--- src/rtl/lfr_pkg.sv ---
package lfr_pkg;

   typedef enum logic {
      RING_EARLY = 1'b0,
      RING_LATE  = 1'b1
   } ring_e;

endpackage

--- src/rtl/lfr_vote_net.sv ---
module lfr_vote_net #(
   parameter int VOTE_W = 2,
   localparam int CNT_W = $clog2(VOTE_W + 1),
   localparam int NET_W = CNT_W + 1
) (
   input  logic [VOTE_W-1:0]       early_i,
   input  logic [VOTE_W-1:0]       late_i,
   output logic signed [NET_W-1:0] net_o
);

   logic [CNT_W-1:0] cnt_early;
   logic [CNT_W-1:0] cnt_late;

   always_comb begin
      cnt_early = '0;
      cnt_late  = '0;
      for (int i = 0; i < VOTE_W; i++) begin
         cnt_early = cnt_early + CNT_W'(early_i[i]);
         cnt_late  = cnt_late  + CNT_W'(late_i[i]);
      end
   end

   assign net_o = signed'({1'b0, cnt_early}) - signed'({1'b0, cnt_late});

endmodule

--- src/rtl/lfr_ring_next.sv ---
module lfr_ring_next
   import lfr_pkg::*;
#(
   parameter int RING_LEN = 6,
   parameter int NET_W    = 3,
   parameter int MAX_STEP = 2,
   localparam int IDX_W   = $clog2(RING_LEN),
   localparam int POS_W   = $clog2(RING_LEN + MAX_STEP) + 2
) (
   input  ring_e                   ring_i,
   input  logic [IDX_W-1:0]        idx_i,
   input  logic signed [NET_W-1:0] net_i,
   output ring_e                   ring_o,
   output logic [IDX_W-1:0]        idx_o,
   output logic                    fire_up_o,
   output logic                    fire_dn_o
);

   localparam logic signed [POS_W-1:0] LEN_S = POS_W'(RING_LEN);

   logic signed [POS_W-1:0] mag;
   logic signed [POS_W-1:0] pos;
   logic signed [POS_W-1:0] tgt;
   logic signed [POS_W-1:0] rem;

   always_comb begin
      mag = signed'(POS_W'(idx_i));
      pos = (ring_i == RING_EARLY) ? mag : -mag;
      tgt = pos + POS_W'(net_i);
      fire_up_o = 1'b0;
      fire_dn_o = 1'b0;
      ring_o    = ring_i;
      rem       = '0;
      if (tgt >= LEN_S) begin
         fire_up_o = 1'b1;
         ring_o    = RING_EARLY;
         rem       = tgt - LEN_S;
      end else if (tgt <= -LEN_S) begin
         fire_dn_o = 1'b1;
         ring_o    = RING_LATE;
         rem       = -tgt - LEN_S;
      end else if (tgt > 0) begin
         ring_o = RING_EARLY;
         rem    = tgt;
      end else if (tgt < 0) begin
         ring_o = RING_LATE;
         rem    = -tgt;
      end
      idx_o = rem[IDX_W-1:0];
   end

endmodule

--- src/rtl/lfr_dual_ring.sv ---
module lfr_dual_ring
   import lfr_pkg::*;
#(
   parameter int RING_LEN = 6,
   parameter int VOTE_W   = 2,
   localparam int MAX_STEP = VOTE_W,
   localparam int CNT_W    = $clog2(VOTE_W + 1),
   localparam int NET_W    = CNT_W + 1,
   localparam int IDX_W    = $clog2(RING_LEN),
   localparam int MIN_GAP  = (RING_LEN + MAX_STEP - 1) / MAX_STEP,
   localparam int GAP_W    = $clog2(MIN_GAP + 1)
) (
   input  logic              clk,
   input  logic              rst_n,
   input  logic [VOTE_W-1:0] early_i,
   input  logic [VOTE_W-1:0] late_i,
   output logic              up_o,
   output logic              down_o
);

   generate
      if (RING_LEN <= MAX_STEP) begin : g_bad_len
         $error("RING_LEN must exceed the largest single-cycle step");
      end
      if (VOTE_W < 1) begin : g_bad_vote
         $error("VOTE_W must be at least 1");
      end
   endgenerate

   logic signed [NET_W-1:0] net;
   ring_e                   ring_q, ring_d;
   logic [IDX_W-1:0]        idx_q, idx_d;
   logic                    fire_up, fire_dn;
   logic                    up_q, down_q;

   lfr_vote_net #(.VOTE_W(VOTE_W)) u_net (
      .early_i (early_i),
      .late_i  (late_i),
      .net_o   (net)
   );

   lfr_ring_next #(
      .RING_LEN (RING_LEN),
      .NET_W    (NET_W),
      .MAX_STEP (MAX_STEP)
   ) u_next (
      .ring_i    (ring_q),
      .idx_i     (idx_q),
      .net_i     (net),
      .ring_o    (ring_d),
      .idx_o     (idx_d),
      .fire_up_o (fire_up),
      .fire_dn_o (fire_dn)
   );

   always_ff @(posedge clk) begin
      if (!rst_n) begin
         ring_q <= RING_EARLY;
         idx_q  <= '0;
         up_q   <= 1'b0;
         down_q <= 1'b0;
      end else begin
         ring_q <= ring_d;
         idx_q  <= idx_d;
         up_q   <= fire_up;
         down_q <= fire_dn;
      end
   end

   assign up_o   = up_q;
   assign down_o = down_q;

   // Checker bookkeeping: cycles since the last pulse, saturating.
   logic [GAP_W-1:0] gap_q;
   logic             seen_q;

   always_ff @(posedge clk) begin
      if (!rst_n) begin
         gap_q  <= '0;
         seen_q <= 1'b0;
      end else if (up_q || down_q) begin
         gap_q  <= GAP_W'(1);
         seen_q <= 1'b1;
      end else if (gap_q < GAP_W'(MIN_GAP)) begin
         gap_q  <= gap_q + GAP_W'(1);
      end
   end


   pulse_excl_chk: assert property (@(posedge clk) disable iff (!rst_n)
      !(up_q && down_q));


   up_single_chk: assert property (@(posedge clk) disable iff (!rst_n)
      up_q |=> !up_q);


   down_single_chk: assert property (@(posedge clk) disable iff (!rst_n)
      down_q |=> !down_q);


   pulse_gap_chk: assert property (@(posedge clk) disable iff (!rst_n)
      ((up_q || down_q) && seen_q) |-> (gap_q >= GAP_W'(MIN_GAP)));


   hold_zero_chk: assert property (@(posedge clk) disable iff (!rst_n)
      (net == '0) |=> ($stable(idx_q) && $stable(ring_q) && !up_q && !down_q));


   up_cause_chk: assert property (@(posedge clk) disable iff (!rst_n)
      $rose(up_q) |-> ($past(net) > 0));


   down_cause_chk: assert property (@(posedge clk) disable iff (!rst_n)
      $rose(down_q) |-> ($past(net) < 0));


   idx_range_chk: assert property (@(posedge clk) disable iff (!rst_n)
      idx_q < IDX_W'(RING_LEN));

endmodule

--- config.mk ---
export PLATFORM = sky130hd
export DESIGN_NAME = lfr_dual_ring
export DESIGN_NICKNAME = d
export VERILOG_FILES = /design/src/rtl/lfr_pkg.sv /design/src/rtl/lfr_vote_net.sv /design/src/rtl/lfr_ring_next.sv /design/src/rtl/lfr_dual_ring.sv
export SDC_FILE = /design/constraint.sdc
export NUM_CORES = 1
export LEC_CHECK = 0
export BUFFER_PORTS_ARGS = -buffer_cell sky130_fd_sc_hd__buf_4
export CORE_MARGIN = 5
export CORE_UTILIZATION = 45
export CTS_CLUSTER_SIZE = 30
export DETAILED_ROUTE_END_ITERATION = 12
export GPL_ROUTABILITY_DRIVEN = 0
export GPL_TIMING_DRIVEN = 0
export PLACE_DENSITY = 0.69
export SLEW_MARGIN = 20
export SYNTH_ARGS = -nofsm -noshare
export SYNTH_HDL_FRONTEND = slang
export SYNTH_SLANG_ARGS = --single-unit
--- constraint.sdc ---
create_clock -name clk -period 8.2 [get_ports clk]
set_clock_uncertainty 0.05 [all_clocks]
set_input_delay 1.64 -clock clk [delete_from_list [all_inputs] [get_ports clk]]
set_output_delay 1.64 -clock clk [all_outputs]
set_load 0.01 [all_outputs]
---- Word level (Yosys, flattened, before mapping) ----
Index checks and enable logic that the tools add are counted.
storage, ports and cells
  word-level logic and storage cells ...... 29
  output and inout bits ................... 2
  register bits ........................... 6
operators by class
  reductions and logical operators ........ 2
  add/sub/neg operators ................... 8
  bitwise gates (word level) .............. 1
  magnitude comparators ................... 4
  muxes and demuxes ....................... 10
operators with widths
  cell                   count
  $mux W3                4
  $sub A3 B2 Y3 const B  2
  $add A5 B3 Y5          1
  $ge A5 B4 Y1 const B   1
  $gt A5 B1 Y1 const B   1
  $le A5 B4 Y1 const B   1
  $lt A5 B1 Y1 const B   1
  $mux W1                5
  $mux W5                1
  $neg A3 Y5             1
  $add A1 B1 Y2          2
  $neg A3 Y3             1
  $reduce_bool A3 Y1     1
  $sub A2 B2 Y3          1
  $reduce_or A2 Y1       1
  $not A1 Y1             1

---- Logic depth before layout (Yosys ltp) ----
  word-level depth ........................ 8
  mapped depth ............................ 15
  depth with buffers taken out ............ 15

---- Hierarchy ----
Synthesis repeated with hierarchy kept, for this count alone.
second synthesis, totals
  cell total of the unflattened synthesis .. 91
  area, all modules ....................... 732.0 um2
by module, submodules not included
  module         area each (um2)  cells each  times used  seq. area each (um2)
  lfr_ring_next  510.5            71          1           0.0
  lfr_dual_ring  157.7            12          1           120.1
  lfr_vote_net   63.8             8           1           0.0

---- Worst setup path after synthesis ----
No wires, ideal clock.
  path kind ............................... input to register
  start point ............................. in early_i[1]
  end point ............................... reg idx_q[2]
  setup slack ............................. 3509 ps
  stages .................................. 13
  setup time .............................. 73 ps
  arrival time ............................ 4567 ps
  buffers on the path ..................... 0
  required time ........................... 8077 ps
  cell sequence ........................... inv_1 > fa_1 > inv_1 > ha_1 > inv_1 > ha_1 > inv_1 > fa_1 > xnor2_1 > ha_1 > a2111oi_4 > or4_1 > o211ai_2
on the way
  longest elaborated chain between the ends .. 8
ends and longest elaborated chain
  item                                                line                 RTL
  from (decl)                                         lfr_dual_ring.sv:15  input logic [VOTE_W-1:0] early_i,
  $add A1 B1 Y2 (*)                                   lfr_vote_net.sv:18   cnt_early = cnt_early + CNT_W'(early_i[i]);
  $sub A2 B2 Y3 (*)                                   lfr_vote_net.sv:23   assign net_o = signed'({1'b0, cnt_early}) - signed'({1'b0, cnt_late});
  $add A5 B3 Y5 (*)                                   lfr_ring_next.sv:29  tgt = pos + POS_W'(net_i);
  branches (longest 4 deep; another with $neg A3 Y3)  -
  $mux W3 (*)                                         lfr_ring_next.sv:34  if (tgt >= LEN_S) begin
  to (signal assigned)                                lfr_dual_ring.sv:64  idx_q <= idx_d;
  to (decl)                                           lfr_dual_ring.sv:32  logic [IDX_W-1:0] idx_q, idx_d;
Every way passes the cells marked *.
A chain may end at the register's enable or synchronous reset.

---- Final worst setup path ----
Ends and elaborated chain as after synthesis.

==> run summary <==
Cells after Synth - 77
Post-synth EDFFs - 0
Arr. time, crit path - 4.88 ns
Dpl cell area - 801 µm²
Worst-margin pin slew - 0.739 ns
Compound-Gate Fraction of Synth Area - 0.246
Antenna Violating Nets Remaining - 0
CTS Hold Buffers Added - 0
Setup crit start kind - primary input
FF/Latch Area - 120 µm²
Total CTS buffers - 3
PortBufs - 7
Avg WL per Cell - 13.3 µm
Worst hold-check path type - register to register
RSZ-0062 raised after global routing - no
Crit Path Max Fanout - 7
Synth Register Bits - 6
Ant. Diodes - 0
Clk buf depth - 2
Slew Limit Fails - 0
Mapped cell area - 728 µm²
H-tree Lvls - 1
Finished Cell Area - 823 µm²
Initial antenna violation count - 0
Slowest stage delay, CP - 0.61 ns
Adder-cell share of the synthesized area - 0.278
Post-CTS Setup Bufs - 0
Distinct cells, synth - 35
Setup crit end kind - register
Via density - 5.79
Total grt overflow - 0
Die area - 2520 µm²
Largest family of logic cells by synthesized area - adder cells
Initial Utilization - 0.478
Ys Warns - 0
Final hold violation count - 0
Site Rows - 14
Peak Freq - 209 MHz
Net Count, Synth - 98
Core area - 1520 µm²
DRT iter0 DRCs - 10
CTS tree - yes
Post-synthesis mux area share - 0.0481
Worst path slowest cell - xnor2_1
Worst Path Required - 8.30 ns
Post-route setup TNS - 0 ns
HPWL after detailed placement - 1120 µm
Synth Area in Simple Gates - 0.141
Vias - 596
Tmin final - 4.78 ns
Rel. slew slack - 0.504
Largest net degree at the start of global routing - 10
Wire length of the first global-routing pass - 2560 µm
Area of the multi-input gates - 554 µm²
Post-Route WL - 1370 µm
Worst skew pair latency - 0.23 ns
Cell Chain, Critical Path - buf_4 -> inv_1 -> fa_1 -> inv_1 -> ha_1 -> ha_1 -> fa_1 -> xnor2_1 -> ha_1 -> a2111oi_4 -> or4_1 -> o211ai_2
Vias in the first global route - 632
CTS clk-pin slew, worst paths - 0.04 ns
Area Growth Syn to Fin - 13.1%
Drt drc - 0
Crit path kind - primary input to register
Post-synth ARST share - 0
Clock root cell - clkbuf_4
Setup violations, final - 0
Die Y - 50.2 µm
Final worst slack - 3.42 ns
DR pass1 iterations - 4
CP most frequent cell - ha_1
Period utilization - 0.583
# clock sinks - 6
Chip width - 50.2 µm
Num ports - 8
Post-cts gate resize count - 0
Post-synthesis xor/xnor area fraction - 0.0481
Global Route Usage Sum - 0.123
Fillers - 150
Max_cap viols - 0
Layout Nets - 110
Most used DFF post-synth - dfxtp_1
DP Worst Slack - 3.17 ns
Share of cells above drive strength 1 - 0.241
Status - finished, final reports clean
Syn avg cell area - 9.46 µm²
Sequential area share after synthesis - 0.165
## per-layer routing
layer / track usage / part of all wire / wire [µm] / vias up
li1: - / - / - / 306
met1: 0.163 / 0.48 / 653 / 277
met2: 0.195 / 0.45 / 621 / 11
met3: 0.0296 / 0.058 / 80 / 2
met4: 0.0437 / 0.010 / 14 / 0
met5: 0 / 0 / 0 / -
## cell type report
class | instances | share of cell area
multi-input cells | 57 | 0.673
flip-flops and latches | 6 | 0.146
repair buffers | 7 | 0.0638
inverters | 13 | 0.0593
clock buffers | 3 | 0.0274
well taps | 16 | 0.0243
plain buffers | 1 | 0.00608
## placed cells by master (no fill, tap or decap), types with 2 or more instances in the layout
| cell | instances |
|---|---|
| nand2_1 | 2 |
| nor2_1 | 2 |
| dfxtp_1 | 6 |
| clkbuf_4 | 3 |
| inv_1 | 12 |
| nand4_1 | 3 |
| a211oi_1 | 2 |
| nor3_1 | 3 |
| ha_1 | 13 |
| nand4b_1 | 2 |
| a21oi_1 | 4 |
| xor2_1 | 3 |
| fa_1 | 2 |
| buf_4 | 7 |
## worst paths after layout
check / from / to / slack, ns / cells past startpoint
setup / recovery: early_i[1] / idx_q[2]$_SDFF_PN0_ / 3.42 / 12
hold / removal: ring_q$_SDFFE_PP0P_ / ring_q$_SDFFE_PP0P_ / 0.52 / 2
setup reg to reg: idx_q[0]$_SDFF_PN0_ / idx_q[2]$_SDFF_PN0_ / 4.87 / 11
hold reg to reg: ring_q$_SDFFE_PP0P_ / ring_q$_SDFFE_PP0P_ / 0.52 / 2
## per-stage QoR
step,hold WS (ns),instances,utilization
floorplan,0.465,77,-
global placement,0.504,100,0.525
detailed placement,0.506,100,0.525
CTS,0.519,103,0.540
global route,0.593,103,0.540
finish,0.521,103,0.540
## cells in the mapped netlist (all sizes together), types with 2 or more instances
library cell  count  area share
a211oi            2       0.021
nor2              2       0.010
fa                2       0.055
a21oi             4       0.027
mux2i             2       0.033
nand4             3       0.026
nor3              3       0.021
inv              13       0.067
nand4b            2       0.024
dfxtp             6        0.16
o211ai            2       0.027
nand2             2       0.010
ha               13        0.22
xor2              3       0.036
## state kept, by name, summed over array words and instances (netlist names)
register and flops:
down_o 1, idx_q 3, ring_q 1, up_o 1
## critical path, delay by kind of cell
family	cells	cell delay [ns]
adder cells (fa/ha/maj)	5	1.78
AO/OA/AOI/OAI	2	0.16
XOR/XNOR	1	0.61
AND/OR/NAND/NOR	1	0.52
buffers and inverters	3	0.15
## kinds of logic (layout without fill, tap and decap cells)
logic type | count (synthesis) | in the layout
adders and majority gates | 15 | 15
buffers and inverters | 14 | 24
muxes | 3 | 3
and+or+nand+nor | 17 | 17
AOI/OAI and AO/OA | 18 | 18
xor gates and xnor gates | 4 | 4
DFF | 6 | 6
Power is left out: the tool's default activity adds up to more than one toggle a clock period on the data nets, which glitch-free logic cannot reach.
